### src/rtl/fbaud_pkg.sv
package fbaud_pkg;
  // Pair of strobes produced by the generator each clock.
  typedef struct packed {
    logic sample;
    logic bit_end;
  } fbaud_strobe_t;
endpackage

### src/rtl/bgen_divreg.sv
module bgen_divreg #(
  parameter int REG_W   = 32,
  parameter int REG_LSB = 6,
  parameter int DIV_W   = 15
) (
  input  logic             clk,
  input  logic             rst,
  input  logic             wr_en,
  input  logic [REG_W-1:0] wr_data,
  output logic [DIV_W-1:0] div_q,
  output logic [REG_W-1:0] rd_data
);
  localparam int TOP_W = REG_W - REG_LSB - DIV_W;

  always_ff @(posedge clk) begin
    if (rst)        div_q <= '0;
    else if (wr_en) div_q <= wr_data[REG_LSB +: DIV_W];
  end

  // Readback: field in place, everything else zero.
  generate
    if (REG_LSB > 0 && TOP_W > 0) begin : g_both
      assign rd_data = {{TOP_W{1'b0}}, div_q, {REG_LSB{1'b0}}};
    end else if (REG_LSB > 0) begin : g_low
      assign rd_data = {div_q, {REG_LSB{1'b0}}};
    end else if (TOP_W > 0) begin : g_high
      assign rd_data = {{TOP_W{1'b0}}, div_q};
    end else begin : g_none
      assign rd_data = div_q;
    end
  endgenerate
endmodule

### src/rtl/bgen_phase.sv
module bgen_phase #(
  parameter int DIV_W     = 15,
  parameter int FRAC_BITS = 2
) (
  input  logic             clk,
  input  logic             rst,
  input  logic             clear,
  input  logic             run,
  input  logic [DIV_W-1:0] div,
  output logic             hit,
  output logic             tick_q
);
  localparam int ACC_W = DIV_W + FRAC_BITS + 1;
  localparam logic [ACC_W-1:0] STEP = ACC_W'(1) << FRAC_BITS;

  logic [ACC_W-1:0] acc_q;
  logic [ACC_W-1:0] acc_nxt;
  logic [ACC_W-1:0] modulus;

  assign modulus = STEP + ACC_W'(div);
  assign acc_nxt = acc_q + STEP;
  assign hit     = run && !clear && (acc_nxt >= modulus);

  always_ff @(posedge clk) begin
    if (rst || clear || !run) begin
      acc_q  <= '0;
      tick_q <= 1'b0;
    end else if (hit) begin
      acc_q  <= acc_nxt - modulus;
      tick_q <= 1'b1;
    end else begin
      acc_q  <= acc_nxt;
      tick_q <= 1'b0;
    end
  end
endmodule

### src/rtl/bgen_ovs.sv
module bgen_ovs #(
  parameter int OVS = 16
) (
  input  logic clk,
  input  logic rst,
  input  logic clear,
  input  logic run,
  input  logic hit,
  output logic bit_q
);
  localparam int CNT_W = (OVS > 1) ? $clog2(OVS) : 1;
  localparam logic [CNT_W-1:0] LAST = CNT_W'(OVS - 1);

  logic [CNT_W-1:0] cnt_q;
  logic [CNT_W-1:0] cnt_inc;
  logic             wrap;

  assign wrap = (cnt_q == LAST);

  generate
    if ((1 << CNT_W) == OVS) begin : g_pow2
      assign cnt_inc = cnt_q + 1'b1;
    end else begin : g_mod
      assign cnt_inc = wrap ? '0 : cnt_q + 1'b1;
    end
  endgenerate

  always_ff @(posedge clk) begin
    if (rst || clear || !run) begin
      cnt_q <= '0;
      bit_q <= 1'b0;
    end else if (hit) begin
      cnt_q <= cnt_inc;
      bit_q <= wrap;
    end else begin
      bit_q <= 1'b0;
    end
  end
endmodule

### src/rtl/fbaud_gen.sv
module fbaud_gen #(
  parameter int REG_W     = 32,
  parameter int REG_LSB   = 6,
  parameter int DIV_W     = 15,
  parameter int FRAC_BITS = 2,
  parameter int OVS       = 16
) (
  input  logic             clk,
  input  logic             rst,
  input  logic             wr_en,
  input  logic [REG_W-1:0] wr_data,
  output logic [REG_W-1:0] div_rdata,
  input  logic             rx_en,
  input  logic             tx_en,
  output logic             sample_tick,
  output logic             bit_tick
);
  import fbaud_pkg::*;

  logic [DIV_W-1:0] div_q;
  logic             run;
  logic             hit;
  fbaud_strobe_t    strobe;

  assign run = rx_en | tx_en;

  bgen_divreg #(.REG_W(REG_W), .REG_LSB(REG_LSB), .DIV_W(DIV_W)) i_divreg (
    .clk(clk), .rst(rst), .wr_en(wr_en), .wr_data(wr_data),
    .div_q(div_q), .rd_data(div_rdata)
  );

  bgen_phase #(.DIV_W(DIV_W), .FRAC_BITS(FRAC_BITS)) i_phase (
    .clk(clk), .rst(rst), .clear(wr_en), .run(run), .div(div_q),
    .hit(hit), .tick_q(strobe.sample)
  );

  bgen_ovs #(.OVS(OVS)) i_ovs (
    .clk(clk), .rst(rst), .clear(wr_en), .run(run), .hit(hit),
    .bit_q(strobe.bit_end)
  );

  assign sample_tick = strobe.sample;
  assign bit_tick    = strobe.bit_end;
endmodule

### config.mk
export PLATFORM = sky130hd
export DESIGN_NAME = fbaud_gen
export DESIGN_NICKNAME = d
export VERILOG_FILES = /design/src/rtl/fbaud_pkg.sv /design/src/rtl/bgen_divreg.sv /design/src/rtl/bgen_phase.sv /design/src/rtl/bgen_ovs.sv /design/src/rtl/fbaud_gen.sv
export SDC_FILE = /design/constraint.sdc
export NUM_CORES = 1
export LEC_CHECK = 0
export BUFFER_PORTS_ARGS = -buffer_cell sky130_fd_sc_hd__buf_4
export CAP_MARGIN = 10
export CORE_MARGIN = 10
export CORE_UTILIZATION = 55
export CTS_CLUSTER_DIAMETER = 80
export CTS_CLUSTER_SIZE = 16
export DETAILED_ROUTE_END_ITERATION = 10
export PLACE_DENSITY = 0.82
export SYNTH_ARGS = -nofsm -noshare
export SYNTH_HDL_FRONTEND = slang
export SYNTH_SLANG_ARGS = --single-unit
### constraint.sdc
create_clock -name clk -period 9.2 [get_ports clk]
set_clock_uncertainty 0.15 [all_clocks]
set_input_delay 1.84 -clock clk [delete_from_list [all_inputs] [get_ports clk]]
set_output_delay 1.84 -clock clk [all_outputs]
set_load 0.1 [all_outputs]
==> results.md, run 1 <==
- The run finished with clean final reports.
- The normalized max-slew margin is 0.387.
- In the global route stage, overall resource usage came out at 0.164.
- The region available for standard cell placement spans 5170 µm².
- The first global-routing pass estimated 12000 µm of wire.
- The count of buffering cells on the critical path with inverters included is 0.
- The detailed router's first-iteration violation count is 283.
- The number of buffers inserted during clock tree synthesis is 5.
- Of the total synthesized cell area, the portion taken by XOR and XNOR cells is 0.0913.
- The detail-routed net length per standard cell is 15.5 µm.
- The number of warnings printed during yosys synthesis is 0.
- The finished cells cover 3290 µm².
- The family with the most delay on the worst path is compound AO/OA/AOI/OAI gates.
- The number of global-route vias before repair is 2643.
- The number of vias after detailed routing is 2731.
- In this run the most used layer during global routing was met2.
- After layout, the minimum clock period comes to 4.21 ns.
- Dividing the detail-routed via count by the number of cells gives 5.86.
- CTS placed an instance of sky130_fd_sc_hd__clkbuf_8 at the clock tree root.
- The final hold violation count was 0.
- The setup check on the worst reg-to-reg path leaves a slack of 4.99 ns.
- Clock latency on the worst-skew pair, taken at its later pin, is 0.30 ns.
- The max-slew violation count is 0.
- The antenna diode instance count is 0.
- The count of buffers added by post-CTS timing repair for setup is 0.
- Across the whole layout, storage elements account for 781 µm².
- The sequential element share of the synthesized area is 0.262.
- Dividing total power by cell area gives a power density of 409 nW/µm².
- The effective utilization at floorplan is 0.575.
- The area enclosed by the die boundary is 8750 µm².
- In this run, post-CTS repair resized a total of 0 instances.
- The net switching power is 718 µW.
- The routability-driven placement congestion ratio is 0.896.
- STA puts the critical path data arrival time at 4.27 ns.
- The final routed wirelength across all metal layers is 7220 µm.
- The number of maximum-capacitance constraint violations is 0.
- In this run, placement finished with an instance count of 458.
- The clock-pin slew of the registers on the worst-case setup and hold paths is 0.08 ns.
- The type of destination of the critical path is a flop.
- Ranked by instance count, the synthesized netlist is headed by sky130_fd_sc_hd__dfxtp_1 (39), sky130_fd_sc_hd__a21oi_1 (32), sky130_fd_sc_hd__nor2_1 (31), sky130_fd_sc_hd__nand3_1 (24), sky130_fd_sc_hd__nand2_1 (20).
- The number of instances in the synthesized netlist is 365.
- Counting flops and latches in the post-synthesis netlist gives 39.
- The complex-gate fraction of the synthesized area is 0.183.
- In the global route stage, met2 resource usage came out at 0.271.
- The net total in the final layout is 452.
- The count of final setup violators is 0.
- The share of total power in sequential cells is 0.188.
- The peak supply drop is 211 µV.
- The detailed placement HPWL is 5530 µm.
- The dominant cell by count in the synthesized netlist is sky130_fd_sc_hd__dfxtp_1.
- The total congestion overflow after global routing is 0.
- In this run the horizontal extent of the chip is 93.6 µm.
- The maximum level of the CTS H-tree is 2.
- For this run, the leading register cell type out of synthesis is sky130_fd_sc_hd__dfxtp_1.
- The number of antenna violations at the first check in global routing is 0.
- The min-delay analysis places its worst path in the category flop to flop.
- The count of antenna-violating nets left after detailed routing is 0.
- Counting every sink on the clock net gives 39.
- The multi-input combinational cells in the finished layout cover a total of 2020 µm².
- The maximum number of pins on one net before global-route repair is 20.
- The share of cell area taken by muxes after synthesis is 0.0606.
- The worst-margin pin slew is 0.916 ns.
- The hold buffer count at cts is 0.
- The CTS tree is built.
- After synthesis, the mean cell area works out to 8.15 µm².
- The number of synthesized flops with an enable pin is 0.
- The area share of the largest cell type after synthesis is 0.262.
- For this run, the number of standard cells in the final layout without fillers is 466.
- The placed instances occupy a cell area of 3200 µm².
- Input and output buffers added on the ports amount to 36.
- For met1 alone, demand over resource in global routing was 0.201.
- Of the total synthesized cell area, the portion taken by AND, OR, NAND and NOR gates is 0.236.
- By area, the combinational part of the netlist is dominated by simple AND/OR/NAND/NOR gates.
- The total negative slack is 0 ns.
- The first-pass iteration count of the detailed router is 4.
- The peak clock frequency supported by timing is 0.238 GHz.
- The cell leakage power is 1.44 nW.
- At the worst endpoint, the required time is 9.27 ns.
- The I/O pin total is 71.
- The count of unresolved DRC violations after routing is 0.
- Of the total power, the share spent switching nets is 0.534.
- The largest individual stage delay along the critical path comes from the cell sky130_fd_sc_hd__a31oi_2.
- On the worst path, the slowest cell contributes a delay of 0.77 ns.
- The total of fill cells in the finished design is 442.
- The area growth from synthesis to final layout is 10.4%.
- The highest net fanout along the worst path is 19.
- The row count is 26.
- Cell internal power was estimated by the tool at 627 µW.
- The ratio of cells with drive above 1 in the final layout is 0.136.
- The floorplan step set the die height to 93.6 µm.
- The most area-hungry cell type in the Yosys netlist is sky130_fd_sc_hd__dfxtp_1.
- Sorting the synthesized cells by area gives the leading types as sky130_fd_sc_hd__dfxtp_1 (26%), sky130_fd_sc_hd__ha_1 (8.0%), sky130_fd_sc_hd__mux2i_1 (6.1%).
- The share of power burned in the clock network is 0.086.
- The netlist uses 57 different library cells.
- Setup repair after global routing left no endpoint under its margin.
- The post-route fraction of the period consumed by the critical path is 0.457.
- Of the total power, combinational logic draws 0.726.
- The buffer levels on the longest clock path is 2.
- In the global route stage, met3 resource usage came out at 0.0472.
- Traced cell by cell, the critical path runs through ha_1 > nand3_1 > nor3_1 > and3_1 > xor2_1 > ha_1 > nand2_1 > o21ai_0 > nor2_1 > a31oi_2 > o21ai_0 > o22ai_1.
- Of the total synthesized cell area, the portion taken by full adders, half adders and majority gates is 0.0866.
- Counting flops with an async set or reset pin after synthesis yields a share of 0.
- The total power of the final layout is 1.34 mW.
- The startpoint-to-endpoint class of the critical path is flop to flop.
- STA classifies the critical path startpoint as a flop.
- The cell area that synthesis handed to floorplanning was 2980 µm².
[power groups by stage]
stage / Combinational (mW) / Clock (mW) / Sequential [mW]
5_1_grt: 1.08 / 0.124 / 0.257
6_report: 0.976 / 0.115 / 0.253
4_1_cts: 0.966 / 0.117 / 0.252
3_5_place_dp: 0.957 / 0 / 0.256
3_3_place_gp: 0.937 / 0 / 0.253
2_1_floorplan: 0.768 / 0 / 0.288
[cell type report]
cell class,instances,share of cell area
clock inverters,1,0.00152
flip-flops and latches,39,0.238
well taps,70,0.0267
inverters,12,0.0137
multi-input cells,301,0.615
repair buffers,36,0.0823
clock buffers,7,0.0232
[registers in the layout, indices dropped and copies added (netlist names)]
signal          cells
i_phase.acc_q      18
i_divreg.div_q     15
i_ovs.cnt_q         4
i_ovs.bit_q         1
i_phase.tick_q      1
[per-layer routing]
metal / routed length, µm / vias to the layer above / part of all wire
met2: 3350 / 104 / 0.46
met4: 91 / 0 / 0.013
met1: 3170 / 1266 / 0.44
met5: 0 / - / 0
met3: 609 / 8 / 0.084
li1: - / 1353 / -
[cells in the final DEF (no fill, tap or decap), types with 3 or more instances in the layout]
| cell | count |
|---|---|
| sky130_fd_sc_hd__o22ai_1 | 4 |
| sky130_fd_sc_hd__nor3_1 | 10 |
| sky130_fd_sc_hd__ha_1 | 19 |
| sky130_fd_sc_hd__nor2_1 | 31 |
| sky130_fd_sc_hd__nand2_1 | 20 |
| sky130_fd_sc_hd__or3_1 | 7 |
| sky130_fd_sc_hd__xor2_1 | 18 |
| sky130_fd_sc_hd__a211oi_1 | 6 |
| sky130_fd_sc_hd__nand3_1 | 24 |
| sky130_fd_sc_hd__o21bai_1 | 3 |
| sky130_fd_sc_hd__mux2i_1 | 18 |
| sky130_fd_sc_hd__and3_1 | 9 |
| sky130_fd_sc_hd__nand4_1 | 9 |
| sky130_fd_sc_hd__o21ai_0 | 16 |
| sky130_fd_sc_hd__and4_1 | 3 |
| sky130_fd_sc_hd__buf_4 | 36 |
| sky130_fd_sc_hd__a31oi_1 | 3 |
| sky130_fd_sc_hd__dfxtp_1 | 39 |
| sky130_fd_sc_hd__a21oi_1 | 32 |
| sky130_fd_sc_hd__inv_1 | 12 |
| sky130_fd_sc_hd__xnor2_1 | 13 |
| sky130_fd_sc_hd__clkbuf_8 | 5 |
| sky130_fd_sc_hd__conb_1 | 17 |
[path summary, 6_finish.rpt]
path                            cells after the start        startpoint           endpoint
worst max-delay path                               12  i_phase.acc_q[2]  i_phase.acc_q[14]
worst min register to register                      2    i_ovs.cnt_q[3]        i_ovs.bit_q
worst max register to register                     12  i_phase.acc_q[2]  i_phase.acc_q[14]
worst min-delay path                                2    i_ovs.cnt_q[3]        i_ovs.bit_q
[cells by family after synthesis]
kind of cell,Yosys count
buffers and inverters,41
other,1
AOI/OAI and AO/OA,86
adders and majority gates,20
muxes,18
and+or+nand+nor,129
xor gates and xnor gates,31
DFF,39
[worst reg2reg max path, stage by stage (launching register included)]
cell and delay, ns:
sky130_fd_sc_hd__dfxtp_1 0.48, sky130_fd_sc_hd__ha_1 0.31, sky130_fd_sc_hd__nand3_1 0.20, sky130_fd_sc_hd__nor3_1 0.30
sky130_fd_sc_hd__and3_1 0.22, sky130_fd_sc_hd__xor2_1 0.26, sky130_fd_sc_hd__ha_1 0.29, sky130_fd_sc_hd__nand2_1 0.09
sky130_fd_sc_hd__o21ai_0 0.27, sky130_fd_sc_hd__nor2_1 0.14, sky130_fd_sc_hd__a31oi_2 0.77, sky130_fd_sc_hd__o21ai_0 0.40
sky130_fd_sc_hd__o22ai_1 0.24
[per-stage QoR]
step	setup WS (ns)	hold slack, ns	util
floorplan	5.28	0.281	-
global placement	5.15	0.305	0.619
detailed placement	5.06	0.318	0.619
CTS	4.99	0.329	0.635
global route	4.70	0.364	0.635
finish	4.99	0.329	0.635
(Power assumes the default switching activity.)
==> run 2: changes to the inputs <==
Settings changed: CORE_UTILIZATION 55 to 54, PLACE_DENSITY 0.82 to 0.8.
Clock period 9.2 ns to 4.1 ns, I/O delays scaled along.
==> run 2 against run 1 <==
Die area up 1.5%. Cell area grew 2.5%. Sequential power grew 120%. Flip-flop and latch count unchanged. Combinational power grew 130%. First-iteration DRC count down 12%.
==> results.md, run 2 (same netlist as run 1, synthesis figures left out) <==
- The count of buffers added by post-CTS timing repair for setup was 0 (unchanged).
- Setup repair after global routing left no endpoint under its margin.
- The number of vias after detailed routing is 2743 (+0.44%).
- The count of final setup violators is 0 (unchanged).
- The maximum number of pins on one net before global-route repair is 20 (unchanged).
- The cell count after placement is 462 (+0.87%).
- The library cell used most frequently in the layout, excluding fill and tap cells, is sky130_fd_sc_hd__buf_4.
- The critical path's slowest cell is sky130_fd_sc_hd__o21ai_0.
- The tree is rooted in a sky130_fd_sc_hd__clkbuf_8.
- The number of antenna violations at the first check in global routing was 0 (unchanged).
- The detailed placement HPWL is 5660 µm (+2.3%).
- The detailed router's first-iteration violation count is 249 (-12%).
- The total congestion overflow after global routing was 0 (unchanged).
- The number of global-route vias before repair is 2703 (+2.3%).
- The signal arrival time at the worst endpoint is 3.74 ns (-0.53 ns).
- The maximum level of the CTS H-tree is 2 (unchanged).
- The signal on the critical path passes through ha_1 > nand3_1 > nor3_1 > and3_1 > xor2_1 > ha_1 > a21oi_1 > o21ai_0 > a31oi_1 > a31oi_2 > o21ai_0 > o32ai_1.
- The area growth from synthesis to final layout is 13.2%.
- The peak clock frequency supported by timing is 0.268 GHz (+13%).
- The CTS tree is built.
- The capture point of the worst reg-to-reg path is i_phase.acc_q[16].
- The worst-skew pair later-pin latency is 0.30 ns (about the same).
- The post-route worst setup slack is 0.365 ns (-4.63 ns).
- The setup slack of the worst register-to-register path is 0.37 ns (-4.63 ns).
- The die extent in x was 94.2 µm (+0.73%).
- The cell leakage power came to 1.48 nW (+3.0%).
- The count of antenna-violating nets left after detailed routing came to 0 (unchanged).
- The via density per instance came to 5.84 (-0.42%).
- The longest individual stage delay on the worst path is 0.50 ns (-0.27 ns).
- The count of input and output buffers was 36 (unchanged).
- The kind of start point of the critical path is a flop.
- The number of flip-flops under the largest register name is 18 (unchanged).
- The area enclosed by the die boundary was 8880 µm² (+1.5%).
- The post-route fraction of the period consumed by the critical path is 0.911 (+0.454).
- The overall track demand over capacity in global routing is 0.172 (+0.00737).
- The post-place setup slack was 0.461 ns (-4.60 ns).
- The detail-routed net length per standard cell was 15.4 µm (-0.37%).
- The number of clock sinks is 39 (unchanged).
- The highest net fanout along the worst path is 8 (-11).
- The final hold violation count is 0 (unchanged).
- The power density over the cells is 952 nW/µm² (+130%).
- Tracing the worst setup path back leads to its startpoint at i_phase.acc_q[2].
- The largest registers in the layout are i_phase.acc_q x18, i_divreg.div_q x15, i_ovs.cnt_q x4.
- The hold buffer count at cts is 0 (unchanged).
- The flow ran to the end, and the final reports show no timing, DRC or antenna violations.
- The net total in the final layout came to 456 (+0.88%).
- The effective utilization at floorplan is 0.568 (-0.00715).
- The number of maximum-capacitance constraint violations is 0 (unchanged).
- The count of unresolved DRC violations after routing is 0 (unchanged).
- By startpoint and endpoint, the worst setup path is classified as flop to flop.
- The first-pass GRT wire length is 12600 µm (+4.9%).
- The top cell types in the final layout, fill and taps aside, are sky130_fd_sc_hd__buf_4 (40), sky130_fd_sc_hd__dfxtp_1 (39), sky130_fd_sc_hd__a21oi_1 (32).
- The buffer levels on the longest clock path is 2 (unchanged).
- The clock period minus worst slack is 3.73 ns (-0.471 ns).
- The post-cts sizing count came to 0 (unchanged).
- The first-pass iteration count of the detailed router is 4 (unchanged).
- The last element of the critical path is i_phase.acc_q[16].
- The cell area reported after detailed placement was 3230 µm² (+0.94%).
- The ratio of cells with drive above 1 in the final layout is 0.148 (+0.0111).
- The final cell area excluding filler cells is 3370 µm² (+2.5%).
- More flip-flops sit in one register than any other, and that register is i_phase.acc_q.
- The routability-driven placement congestion ratio is 0.871 (-2.9%).
- The total negative slack is 0 ns (unchanged).
- STA classifies the critical path endpoint as a flop.
- The data required time at the worst endpoint is 4.10 ns (-5.17 ns).
- The clock-pin slew of the registers on the worst-case setup and hold paths came to 0.08 ns (about the same).
- The I/O pin total is 71 (unchanged).
- The antenna diode instance count is 0 (unchanged).
- The number of buffers inserted during clock tree synthesis is 5 (unchanged).
- The max-slew violation count is 0 (unchanged).
- The critical register-to-register path startpoint is i_phase.acc_q[2].
- The total of fill cells in the finished design is 455 (+2.9%).
- The final worst hold slack is 0.320 ns (-0.00919 ns).
- The count of non-filler cells in the finished layout is 470 (+0.86%).
- The worst-margin pin slew is 0.530 ns (-0.386 ns).
- The path class of the tightest hold or removal check is flop to flop.
- The area inside the core boundary is 5240 µm² (+1.3%).
- The final routed wirelength across all metal layers is 7250 µm (+0.48%).
- The normalized max-slew margin came to 0.644 (+0.257).
- The vertical die dimension came to 94.2 µm (+0.73%).
- The row count came to 26 (unchanged).
- The peak supply drop was 427 µV (+100%).
- The worst reg2reg path depth is 12 (unchanged).
-- run 2: cell count changes in the layout (fill, tap and decap cells not counted) --
cell	before	now
sky130_fd_sc_hd__buf_4	36	40
sky130_fd_sc_hd__bufinv_16	0	2
sky130_fd_sc_hd__clkbuf_1	2	1
sky130_fd_sc_hd__clkinv_2	1	0
-- run 2: layout make-up --
class	instances	area [µm²]	area share
Clock buffer	6	72.6	0.0216
Clock inverter	2	60.1	0.0178
Inverter	12	45.0	0.0134
Multi-Input combinational cell	301	2020	0.600
Sequential cell	39	781	0.232
Tap cell	70	87.6	0.0260
Timing Repair Buffer	40	300	0.0892
-- run 2: power by group --
group	leakage, nW	total, mW	internal [mW]	switching, mW
logic	1.10	2.27	0.871	1.40
registers	0.318	0.560	0.471	0.0886
clock network	0.0654	0.380	0.243	0.137
total	1.48	3.21	1.58	1.62
-- run 2: layer usage --
metal,routed length (µm),track usage
met4,97,0.0557
met1,3060,0.211
met3,640,0.0544
met2,3460,0.276
met5,0,0
-- run 2: metrics by stage --
step                 util  power (mW)
floorplan               -        2.37
global placement    0.618        2.73
detailed placement  0.618        2.77
CTS                 0.643        3.18
global route        0.643        3.48
finish              0.643        3.21
-- run 2: how the worst min path moves through the flow --
stage	end	from	depth (start not counted)	slack (ns)
floorplan	i_ovs.bit_q	i_ovs.cnt_q[3]	2	0.28
global placement	i_ovs.bit_q	i_ovs.cnt_q[3]	2	0.30
detailed placement	i_ovs.bit_q	i_ovs.cnt_q[3]	2	0.30
CTS	i_ovs.bit_q	i_ovs.cnt_q[3]	2	0.32
global route	i_ovs.bit_q	i_ovs.cnt_q[3]	2	0.35
finish	i_ovs.bit_q	i_ovs.cnt_q[3]	2	0.32
-- run 2: critical path, delay by kind of cell (launching register included) --
kind | cells | cell delay (ns)
adder cells (fa/ha/maj) | 2 | 0.46
AO/OA/AOI/OAI | 6 | 1.70
flip-flops | 1 | 0.43
XOR/XNOR | 1 | 0.11
AND/OR/NAND/NOR | 3 | 0.72
